===== config.mk =====
export PLATFORM = sky130hd
export DESIGN_NAME = irq_vector_ctrl
export DESIGN_NICKNAME = d
export VERILOG_FILES = /design/src/rtl/irq_vec_pkg.sv /design/src/rtl/irq_gate.sv /design/src/rtl/irq_pick.sv /design/src/rtl/irq_fetch_guard.sv /design/src/rtl/irq_vector_ctrl.sv
export SDC_FILE = /design/constraint.sdc
export NUM_CORES = 1
export LEC_CHECK = 0
export ABC_AREA = 1
export BUFFER_PORTS_ARGS = -buffer_cell sky130_fd_sc_hd__buf_4
export CAP_MARGIN = 10
export CORE_MARGIN = 4
export CORE_UTILIZATION = 28
export CTS_CLUSTER_SIZE = 28
export DETAILED_ROUTE_END_ITERATION = 6
export GPL_TIMING_DRIVEN = 0
export PLACE_DENSITY = 0.85
export SLEW_MARGIN = 15
export SYNTH_ARGS = -nofsm -noshare
export SYNTH_HDL_FRONTEND = slang
export SYNTH_SLANG_ARGS = --single-unit

===== constraint.sdc =====
create_clock -name clk_i -period 2.85 [get_ports clk_i]
set_clock_uncertainty 0.1 [all_clocks]
set_input_delay 0.7125 -clock clk_i [delete_from_list [all_inputs] [get_ports clk_i]]
set_output_delay 0.7125 -clock clk_i [all_outputs]
set_load 0.05 [all_outputs]

===== src/rtl/irq_vec_pkg.sv =====
package irq_vec_pkg;
  localparam int unsigned ADDR_W = 16;
  typedef logic [ADDR_W-1:0] addr_t;
endpackage


===== src/rtl/irq_gate.sv =====
module irq_gate #(
  parameter int unsigned          N_SRC     = 32,
  parameter logic [N_SRC-1:0]     NMI_MASK  = 32'h6000_0000,
  parameter logic [N_SRC-1:0]     USED_MASK = 32'hFFFF_0000
) (
  input  logic [N_SRC-1:0] req_i,
  input  logic [N_SRC-1:0] en_i,
  input  logic             gie_i,
  output logic [N_SRC-1:0] allowed_o
);
  localparam logic [N_SRC-1:0] RST_BIT = {1'b1, {(N_SRC-1){1'b0}}};

  for (genvar g = 0; g < N_SRC; g++) begin : g_line
    assign allowed_o[g] = req_i[g] & USED_MASK[g] &
                          (RST_BIT[g] | (en_i[g] & (NMI_MASK[g] | gie_i)));
  end
endmodule


===== src/rtl/irq_pick.sv =====
module irq_pick #(
  parameter int unsigned N_SRC = 32,
  localparam int unsigned IDX_W = $clog2(N_SRC)
) (
  input  logic [N_SRC-1:0] allowed_i,
  output logic             any_o,
  output logic [IDX_W-1:0] idx_o
);
  always_comb begin
    any_o = 1'b0;
    idx_o = '0;
    // ascending scan: last hit is the highest index
    for (int i = 0; i < N_SRC; i++) begin
      if (allowed_i[i]) begin
        any_o = 1'b1;
        idx_o = IDX_W'(i);
      end
    end
  end
endmodule


===== src/rtl/irq_fetch_guard.sv =====
module irq_fetch_guard
  import irq_vec_pkg::*;
#(
  parameter addr_t LOW_LIMIT = 16'h0200
) (
  input  logic  fetch_vld_i,
  input  addr_t fetch_addr_i,
  output logic  illegal_o
);
  assign illegal_o = fetch_vld_i && (fetch_addr_i < LOW_LIMIT);
endmodule


===== src/rtl/irq_vector_ctrl.sv =====
module irq_vector_ctrl
  import irq_vec_pkg::*;
#(
  parameter int unsigned      N_SRC     = 32,
  parameter logic [N_SRC-1:0] NMI_MASK  = 32'h6000_0000,
  parameter logic [N_SRC-1:0] USED_MASK = 32'hFFFF_0000,
  parameter addr_t            VEC_TOP   = 16'hFFFE,
  parameter addr_t            LOW_LIMIT = 16'h0200,
  parameter addr_t            ERASED    = 16'hFFFF,
  localparam int unsigned     IDX_W     = $clog2(N_SRC)
) (
  input  logic              clk_i,
  input  logic              rst_ni,
  input  logic [N_SRC-1:0]  irq_req_i,
  input  logic [N_SRC-1:0]  irq_en_i,
  input  logic              gie_i,
  input  logic              ack_i,
  input  logic              fetch_vld_i,
  input  logic [ADDR_W-1:0] fetch_addr_i,
  input  logic [ADDR_W-1:0] boot_word_i,
  output logic              vec_vld_o,
  output logic [ADDR_W-1:0] vec_addr_o,
  output logic [IDX_W-1:0]  vec_idx_o,
  output logic              reset_req_o,
  output logic              sleep_o
);
  localparam logic [IDX_W-1:0] RST_IDX  = IDX_W'(N_SRC-1);
  localparam addr_t            VEC_BASE = VEC_TOP - addr_t'(2*(N_SRC-1));

  logic [N_SRC-1:0] allowed;
  logic             any_hit;
  logic [IDX_W-1:0] pick_idx;
  logic             illegal;
  logic             vld_q;
  logic [IDX_W-1:0] idx_q;
  logic             out_vld;
  logic [IDX_W-1:0] out_idx;

  irq_gate #(.N_SRC(N_SRC), .NMI_MASK(NMI_MASK), .USED_MASK(USED_MASK)) u_gate (
    .req_i(irq_req_i), .en_i(irq_en_i), .gie_i(gie_i), .allowed_o(allowed)
  );

  irq_pick #(.N_SRC(N_SRC)) u_pick (
    .allowed_i(allowed), .any_o(any_hit), .idx_o(pick_idx)
  );

  irq_fetch_guard #(.LOW_LIMIT(LOW_LIMIT)) u_guard (
    .fetch_vld_i(fetch_vld_i), .fetch_addr_i(fetch_addr_i), .illegal_o(illegal)
  );

  always_ff @(posedge clk_i or negedge rst_ni) begin
    if (!rst_ni) begin
      vld_q <= 1'b0;
      idx_q <= '0;
    end else if (!vld_q || ack_i) begin
      vld_q <= any_hit;
      idx_q <= any_hit ? pick_idx : '0;
    end
  end

  // illegal fetch overrides the held selection combinationally
  assign out_vld     = illegal | vld_q;
  assign out_idx     = illegal ? RST_IDX : idx_q;
  assign vec_vld_o   = out_vld;
  assign vec_idx_o   = out_idx;
  assign vec_addr_o  = out_vld ? VEC_BASE + (addr_t'(out_idx) << 1) : '0;
  assign reset_req_o = illegal;
  assign sleep_o     = out_vld && (out_idx == RST_IDX) && (boot_word_i == ERASED);

  a_r1_highest_wins: assert property (@(posedge clk_i) disable iff (!rst_ni)
    any_hit |-> (allowed[pick_idx] && ((allowed >> pick_idx) >> 1) == '0));

  a_r3_gie_blocks_maskable: assert property (@(posedge clk_i) disable iff (!rst_ni)
    !gie_i |-> ((allowed & ~NMI_MASK & ~(N_SRC'(1) << (N_SRC-1))) == '0));

  a_r6_unused_lines: assert property (@(posedge clk_i) disable iff (!rst_ni)
    (allowed & ~USED_MASK) == '0);

  a_r7_hold: assert property (@(posedge clk_i) disable iff (!rst_ni)
    (vld_q && !ack_i) |=> (vld_q && $stable(idx_q)));

  a_r8_fetch_reset: assert property (@(posedge clk_i) disable iff (!rst_ni)
    (fetch_vld_i && fetch_addr_i < LOW_LIMIT) |-> (reset_req_o && vec_vld_o && vec_addr_o == VEC_TOP));

  a_r9_sleep_on_reset: assert property (@(posedge clk_i) disable iff (!rst_ni)
    sleep_o |-> (vec_vld_o && vec_addr_o == VEC_TOP && boot_word_i == ERASED));
endmodule


* Word level (Yosys, flattened, before mapping)
Cells that the tools add are included.
Storage, ports and cells: output and inout port bits 24, input port bits 101, bits in registers 6
Cells by class: equal/unequal tests 2, add/sub/neg operators 1, multiplexer cells 35, bitwise operators 29, reduce and logical (&&, ||, !) cells 5, order comparisons 1
Operators by type and width (count):
- $mux 5 | 18
- $and 1x1->1 | 28
- $eq 16x16->1 const B | 1
- $lt 16x10->1 const B | 1
- $mux 1 | 16
- $mux 16 | 1
- $add 7x7->8 const A | 1
- $eq 5x5->1 const B | 1
- $logic_and 1x1->1 | 3
- $logic_not 1->1 | 1
- $logic_or 1x1->1 | 1
- $or 1x1->1 | 1

* Depth between registers and ports, before layout
Gate-level depths: netlist (run 1).
depth after elaboration 19, mapped depth 18, gate-level depth less buffers 18

* Hierarchy
A second synthesis (run 1) with hierarchy kept.
Unflattened totals: cells, all modules 250, area, all modules 1276.2 µm²
Modules (own cells, without submodules):
- irq_vector_ctrl | cells an instance 74, seq. area each 150.1 µm², instances 1, area each 509.2 µm²
- irq_pick | cells an instance 106, seq. area each 0.0 µm², instances 1, area each 430.4 µm²
- irq_gate | cells an instance 62, seq. area each 0.0 µm², instances 1, area each 306.5 µm²
- irq_fetch_guard | cells an instance 8, seq. area each 0.0 µm², instances 1, area each 30.0 µm²

* Worst setup path before layout (run 1)
No wires, ideal clock.
path type input -> output, start input fetch_addr_i[14], end output sleep_o, stages 6, arrival 2.930 ns, path slack -0.892 ns, required time 2.037 ns, cell sequence nor4_1 > and2_1 > inv_1 > o21ai_0 > nand3_1 > nor2_1
On the way: longest elaborated chain between the ends 6, elaborated cells between the ends (all ways) 7, those cells by class order compare: 1; eq/ne: 1; mux: 1; bitwise: 1; reduce/logical: 3
RTL lines:
- start, declared | RTL line irq_vector_ctrl.sv:19 | input logic [ADDR_W-1:0] fetch_addr_i,
- $lt 16x10->1 (*) | RTL line irq_fetch_guard.sv:10 | assign illegal_o = fetch_vld_i && (fetch_addr_i < LOW_LIMIT);
- $logic_and 1x1->1 (*) | RTL line irq_fetch_guard.sv:10
- named net reset_req_o | RTL line irq_vector_ctrl.sv:24 | output logic reset_req_o,
- $mux 5 | RTL line irq_vector_ctrl.sv:63 | assign out_idx = illegal ? RST_IDX : idx_q;
- $eq 5x5->1 | RTL line irq_vector_ctrl.sv:68 | assign sleep_o = out_vld && (out_idx == RST_IDX) && (boot_word_i == ERASED);
- $logic_and 1x1->1 (*) (2 in a row) | RTL line irq_vector_ctrl.sv:68
- end, declared | RTL line irq_vector_ctrl.sv:25 | output logic sleep_o
Mark *: on every way through the listed nets, which the timed path passes. The rest lies on a longest branch.

* Worst setup path in the final report (run 1)
start input fetch_addr_i[14], end output sleep_o
On the way: longest elaborated chain between the ends 6, elaborated cells between the ends (all ways) 7, those cells by class order compare: 1; eq/ne: 1; mux: 1; bitwise: 1; reduce/logical: 3
RTL lines (RTL line):
- $lt 16x10->1 (*) | irq_fetch_guard.sv:10
- $logic_and 1x1->1 (*) | irq_fetch_guard.sv:10
- $mux 5 | irq_vector_ctrl.sv:63
- $eq 5x5->1 | irq_vector_ctrl.sv:68
- $logic_and 1x1->1 (*) (2 in a row) | irq_vector_ctrl.sv:68
Every way passes the cells marked *; elsewhere a longest branch is shown, timed or not.

==> results.py, run 1 <==
metrics = {
    "run_status": {
        "status": "finished clean",
    },
    "logic_synthesis": {
        "synth-edff-count": 0,
        "ys_warn_count": 0,
        "synth_fp_nets": 215,
        "synthArstFlopShare_pct": 100,
        "synth_ff_type": "dfrtp_1",
        "ys_types": 17,
        "ys_seq_area_share_pct": 21.7,
        "yosys.area.top_type": "nand2_1",
        "synth_top_cell_area_share_pct": 22.2,
        "synth_area_um2": 693,
        "syn_inst": 114,
        "synth_area_leaders": "nand2_1 (22%), dfrtp_1 (22%), buf_4 (13%)",
        "synth-seq-cells": 6,
        "syn_avg_cell_area_um2": 6.08,
        "synth.most_common_cell": "nand2_1",
        "synthTopCellsByCount": "nand2_1 (41), buf_4 (12), inv_1 (12), nand3_1 (10), o21ai_0 (9)",
    },
    "clock_network": {
        "cts.path.max_buffers": 2,
        "h-tree-depth": 1,
        "path_clk_slew_ns": 0.05,
        "cts_tree": "built",
        "clkSinkCount": 6,
        "post-cts-setup-buffers": 0,
        "clock-root-buffer": "clkbuf_4",
        "cts_resized": 3,
        "hold_buffers": 0,
        "cts_inserted_buffers": 3,
        "insertion_delay_ns": 0.24,
    },
    "setup_path": {
        "crit_buf_inv": 4,
        "endpoint_kind": "output pin",
        "reg2reg_depth": 5,
        "worst_path_most_repeated_cell": "buf_6",
        "cp.depth": 9,
        "cp.arrival_ns": 1.97,
        "cpPeakStageDelay_ns": 0.27,
        "required_ns": 2.04,
        "criticalPathCategory": "input pin to output pin",
        "start_kind": "input pin",
        "slowest_stage": "nor4_2",
        "crit_fanout": 10,
        "critPathTopFamily": "simple AND/OR/NAND/NOR gates",
        "crit_path_cell_trace": "buf_4 > nor4_2 > and2_4 > inv_1 > buf_6 > nand2_8 > nand3_1 > nor2_4 > buf_6",
    },
    "floorplanning": {
        "pin_count": 125,
        "die-width_um": 57.8,
        "coreArea_um2": 2280,
        "start_util_pct": 30.5,
        "num_rows": 17,
        "die_h_um": 57.8,
        "die_area_um2": 3340,
    },
    "grt": {
        "grt_pass1_vias": 1013,
        "grt-ovfl-total": 0,
        "antenna_found_initial": 0,
        "grtUsageTotal_pct": 14.6,
        "grt_max_degree": 12,
        "grt_pass1_wl_um": 3950,
    },
    "placement": {
        "numPortBuffers": 81,
        "placed_area_um2": 1390,
        "dpl.hpwl_um": 2350,
        "gp_congestion": 0.741,
        "post-place-ws_ns": -0.0157,
    },
    "pwr": {
        "p_total_uw": 580,
        "leakagePower_nw": 0.806,
        "powerDensity_nw_per_um2": 402,
        "ir_worst_vdd_v": 0.000298,
    },
    "finish": {
        "num_antenna_cells": 0,
        "fin_area_um2": 1440,
        "drive_gt1_share_pct": 57.6,
        "syn2layout_area_growth_pct": 108,
        "nets": 301,
    },
    "timing": {
        "fmax_ghz": 0.359,
        "setup_viol": 0,
        "rsz0062_at_grt": "no",
        "worst_slack_ns": 0.0630,
        "hold_viol": 0,
        "hold_ws_ns": 0.163,
        "finalMaxSlewViolations": 0,
        "min_period_ns": 2.79,
        "period_share_pct": 97.8,
    },
    "drt": {
        "drt_iter0_markers": 12,
        "drc": 0,
        "first_pass_iters": 4,
        "antenna_left": 0,
        "finalWirelength_um": 2600,
        "vias": 1015,
        "vias_per_cell": 4.49,
        "routedWlPerCell_um": 11.5,
    },
    "min_path": {
        "hold_path_class": "input pin to async pin",
    },
    "flow_run": {
        "max_cap_viol_count": 0,
    },
}
[cell type report]
class,instances,area (µm²)
plain buffers,13,101
clock buffers,3,22.5
fillers,192,835
inverters,12,45.0
multi-input cells,83,475
flip-flops and latches,6,150
well taps,28,35.0
repair buffers,81,612
[final timing paths]
kind                                       from                   end  slack (ns)
setup / recovery               fetch_addr_i[14]               sleep_o        0.06
hold / removal                           rst_ni  idx_q[3]$_DFFE_PN0P_        0.16
setup reg to reg              vld_q$_DFFE_PN0P_  idx_q[1]$_DFFE_PN0P_        1.48
hold reg to reg            idx_q[0]$_DFFE_PN0P_  idx_q[0]$_DFFE_PN0P_        0.40
max in group asynchronous                rst_ni  idx_q[1]$_DFFE_PN0P_        2.37
min in group clk_i         idx_q[0]$_DFFE_PN0P_  idx_q[0]$_DFFE_PN0P_        0.40
[cells in the final DEF, fill, tap and decap left out, types with 5 or more instances in the layout]
| cell type | instances |
|---|---|
| buf_4 | 92 |
| dfrtp_1 | 6 |
| inv_1 | 12 |
| nand2_1 | 36 |
| nand3_1 | 10 |
| nor2_1 | 5 |
[per-stage QoR]
| step | util, % | setup TNS (ns) | instances |
|---|---|---|---|
| 5_1_grt | 63.3 | 0 | 226 |
| 3_3_place_gp | 61.2 | 0 | 223 |
| 6_report | 63.3 | 0 | 226 |
| 4_1_cts | 62.9 | 0 | 226 |
| 3_5_place_dp | 61.2 | -0.0377 | 223 |
| 2_1_floorplan | - | -0.704 | 114 |
[kinds of logic (layout without fill, tap and decap cells)]
kind of cell           count (synthesis)  in the layout  synth area share (%)
DFF                                    6              6                  21.7
AOI/OAI and AO/OA                     12             12                  11.0
other                                  1              1                 0.541
and+or+nand+nor                       70             70                  46.6
buffers and inverters                 25            109                  20.2
[routing by layer]
layer / wire [µm] / global-route usage [%] / up-vias
li1: - / - / 531
met1: 822 / 12.8 / 441
met2: 1540 / 31.1 / 39
met3: 196 / 2.90 / 4
met4: 39 / 5.30 / 0
met5: 0 / 0 / -
[where the power goes]
group	leakage, nW	internal, mW	switching, mW
Combinational	0.727	0.154	0.246
Sequential	0.0653	0.0971	0.00440
Clock	0.0138	0.0476	0.0309
[state kept, by name, indices dropped and copies added, names as in the netlist]
| name | count |
|---|---|
| idx_q | 5 |
| vld_q | 1 |
(Power assumes the default switching activity.)
==> inputs of run 2 (changes only) <==
- BUFFER_PORTS_ARGS: -buffer_cell sky130_fd_sc_hd__buf_4 -> default
- CORE_UTILIZATION: 28 -> 40
- DONT_BUFFER_PORTS: default -> 1
- PLACE_DENSITY: 0.85 -> default
==> run 2 against run 1 <==
Effect of this change: sequential share of layout area rose by 5.7 points; largest cell class is now multi-input combinational cells; sequential power about the same; register-to-register slack gained 0.02 ns; first-iteration DRC count is 83% lower; largest power group unchanged; sequential cell count did not move; highest routed layer unchanged; total power decreased by 16%; core utilization down 4.1 points; fmax is 1.4% lower.
==> results.py, run 2 (synthesized netlist as in run 1, its figures left out) <==
metrics = {
    "run_status": {
        "status": "finished clean",
    },
    "finish": {
        "largest_reg_flops": 5,
        "fin_area_um2": 933,
        "multi_input_area_um2": 556,
        "num_antenna_cells": 0,
        "drive_gt1_share_pct": 32.2,
        "mostFrequentLayoutCells": "nand2_1 (36), buf_4 (12), inv_1 (11)",
        "nets": 221,
        "seqCellArea_um2": 150,
        "final_util_pct": 59.2,
        "nFillCells": 149,
        "top_regs": "idx_q x5, vld_q x1",
        "top_register": "idx_q",
        "mostFrequentLayoutCell": "nand2_1",
        "syn2layout_area_growth_pct": 34.7,
    },
    "timing": {
        "hold_ws_ns": 0.0468,
        "finalMaxSlewViolations": 0,
        "min_period_ns": 2.83,
        "rsz0062_at_grt": "yes",
        "setup_viol": 0,
        "period_share_pct": 99.2,
        "worst_slack_ns": 0.0235,
        "slew_headroom_pct": 35.5,
        "worst_pin_slew_ns": 0.961,
        "fmax_ghz": 0.354,
        "hold_viol": 0,
    },
    "drt": {
        "drt_iter0_markers": 2,
        "finalWirelength_um": 2010,
        "routedWlPerCell_um": 15.0,
        "first_pass_iters": 4,
        "antenna_left": 0,
        "drc": 0,
        "vias": 730,
        "vias_per_cell": 5.45,
    },
    "setup_path": {
        "cp.arrival_ns": 2.01,
        "crit_fanout": 5,
        "rrSetupSlack_ns": 1.50,
        "rr_startpoint": "vld_q$_DFFE_PN0P_",
        "criticalPathCategory": "input pin to output pin",
        "critPathTopFamily": "simple AND/OR/NAND/NOR gates",
        "start_kind": "input pin",
        "cpPeakStageDelay_ns": 0.34,
        "crit_buf_inv": 2,
        "slowest_stage": "nor2_4",
        "endpoint_kind": "output pin",
        "crit_path_cell_trace": "nor4_4 > and2_4 > inv_6 > buf_12 > nand2_8 > nand3_4 > nor2_4",
        "cp-startpoint": "fetch_addr_i[12]",
        "required_ns": 2.04,
    },
    "grt": {
        "grt_pass1_vias": 654,
        "grt_pass1_wl_um": 2780,
        "grt_max_degree": 12,
        "antenna_found_initial": 0,
        "grtUsageTotal_pct": 15.0,
        "grt-ovfl-total": 0,
    },
    "pwr": {
        "ir_worst_vdd_v": 0.000342,
        "leakagePower_nw": 0.454,
        "powerDensity_nw_per_um2": 519,
    },
    "placement": {
        "dpl.hpwl_um": 1560,
        "post-place-ws_ns": -0.148,
        "placed_area_um2": 771,
        "gp_congestion": 0.768,
        "numPortBuffers": 0,
    },
    "clock_network": {
        "path_clk_slew_ns": 0.05,
        "cts.path.max_buffers": 2,
        "clock-root-buffer": "clkbuf_4",
        "h-tree-depth": 1,
        "cts_inserted_buffers": 3,
        "hold_buffers": 0,
        "clkSinkCount": 6,
        "cts_tree": "built",
        "insertion_delay_ns": 0.25,
    },
    "floorplanning": {
        "pin_count": 125,
        "die-width_um": 49.6,
        "die_h_um": 49.6,
        "num_rows": 14,
        "die_area_um2": 2460,
        "coreArea_um2": 1580,
        "start_util_pct": 44.0,
    },
    "min_path": {
        "hold_path_class": "input pin to async pin",
    },
    "flow_run": {
        "max_cap_viol_count": 0,
    },
}
-- run 2: cell count changes in the layout (fill, tap and decap cells not counted), moves of 2 or more --
| cell | before | now |
|---|---|---|
| buf_4 | 92 | 12 |
| nand2_4 | 4 | 1 |
| nand2_8 | 1 | 4 |
| buf_6 | 2 | 0 |
| nand3_1 | 10 | 8 |
| nand3_4 | 0 | 2 |
| nor4_2 | 2 | 0 |
| nor4_4 | 0 | 2 |
-- run 2: cell type report --
class,count,share of cell area [%]
Timing Repair Buffer,1,2.68
Buffer,13,11.8
Clock buffer,3,2.41
Tap cell,16,2.14
Sequential cell,6,16.1
Inverter,12,5.36
Multi-Input combinational cell,83,59.5
-- run 2: repair_timing --
action | in CTS | in global routing
setup endpoints to repair | 15 | 5
gates resized for setup | 15 | 5
buffers inserted | 0 | 0
gates cloned | 0 | 1
pin swaps | 4 | 3
-- run 2: worst paths after layout --
| path | end | cells after the start |
|---|---|---|
| worst min register to register | idx_q[4]$_DFFE_PN0P_ | 2 |
| min in group clk_i | idx_q[4]$_DFFE_PN0P_ | 2 |
| max in group asynchronous | vld_q$_DFFE_PN0P_ | 0 |
| worst min-delay path | idx_q[1]$_DFFE_PN0P_ | 0 |
| worst max register to register | idx_q[4]$_DFFE_PN0P_ | 5 |
| worst max-delay path | sleep_o | 7 |
-- run 2: power by group --
| part | leakage, nW | total (mW) | internal, mW | switching [mW] |
|---|---|---|---|---|
| clock network | 0.0138 | 0.0825 | 0.0479 | 0.0347 |
| logic | 0.375 | 0.301 | 0.0673 | 0.233 |
| registers | 0.0653 | 0.101 | 0.0971 | 0.00395 |
| total | 0.454 | 0.484 | 0.212 | 0.272 |
-- run 2: through the flow --
stage               setup TNS (ns)  total power [mW]  std cells
floorplan                   -0.704             0.359        114
global placement             -1.48             0.376        130
detailed placement           -1.67             0.378        130
CTS                              0             0.483        133
global route               -0.0314             0.511        134
finish                           0             0.484        134
-- run 2: metal layers --
layer	up-vias	share of wire, %	wire length, µm	GRT usage, %
met5	-	0	0	0
met3	2	10	204	6.93
li1	371	-	-	-
met4	0	0.65	13	5.53
met2	36	56	1120	26.9
met1	321	34	675	14.9
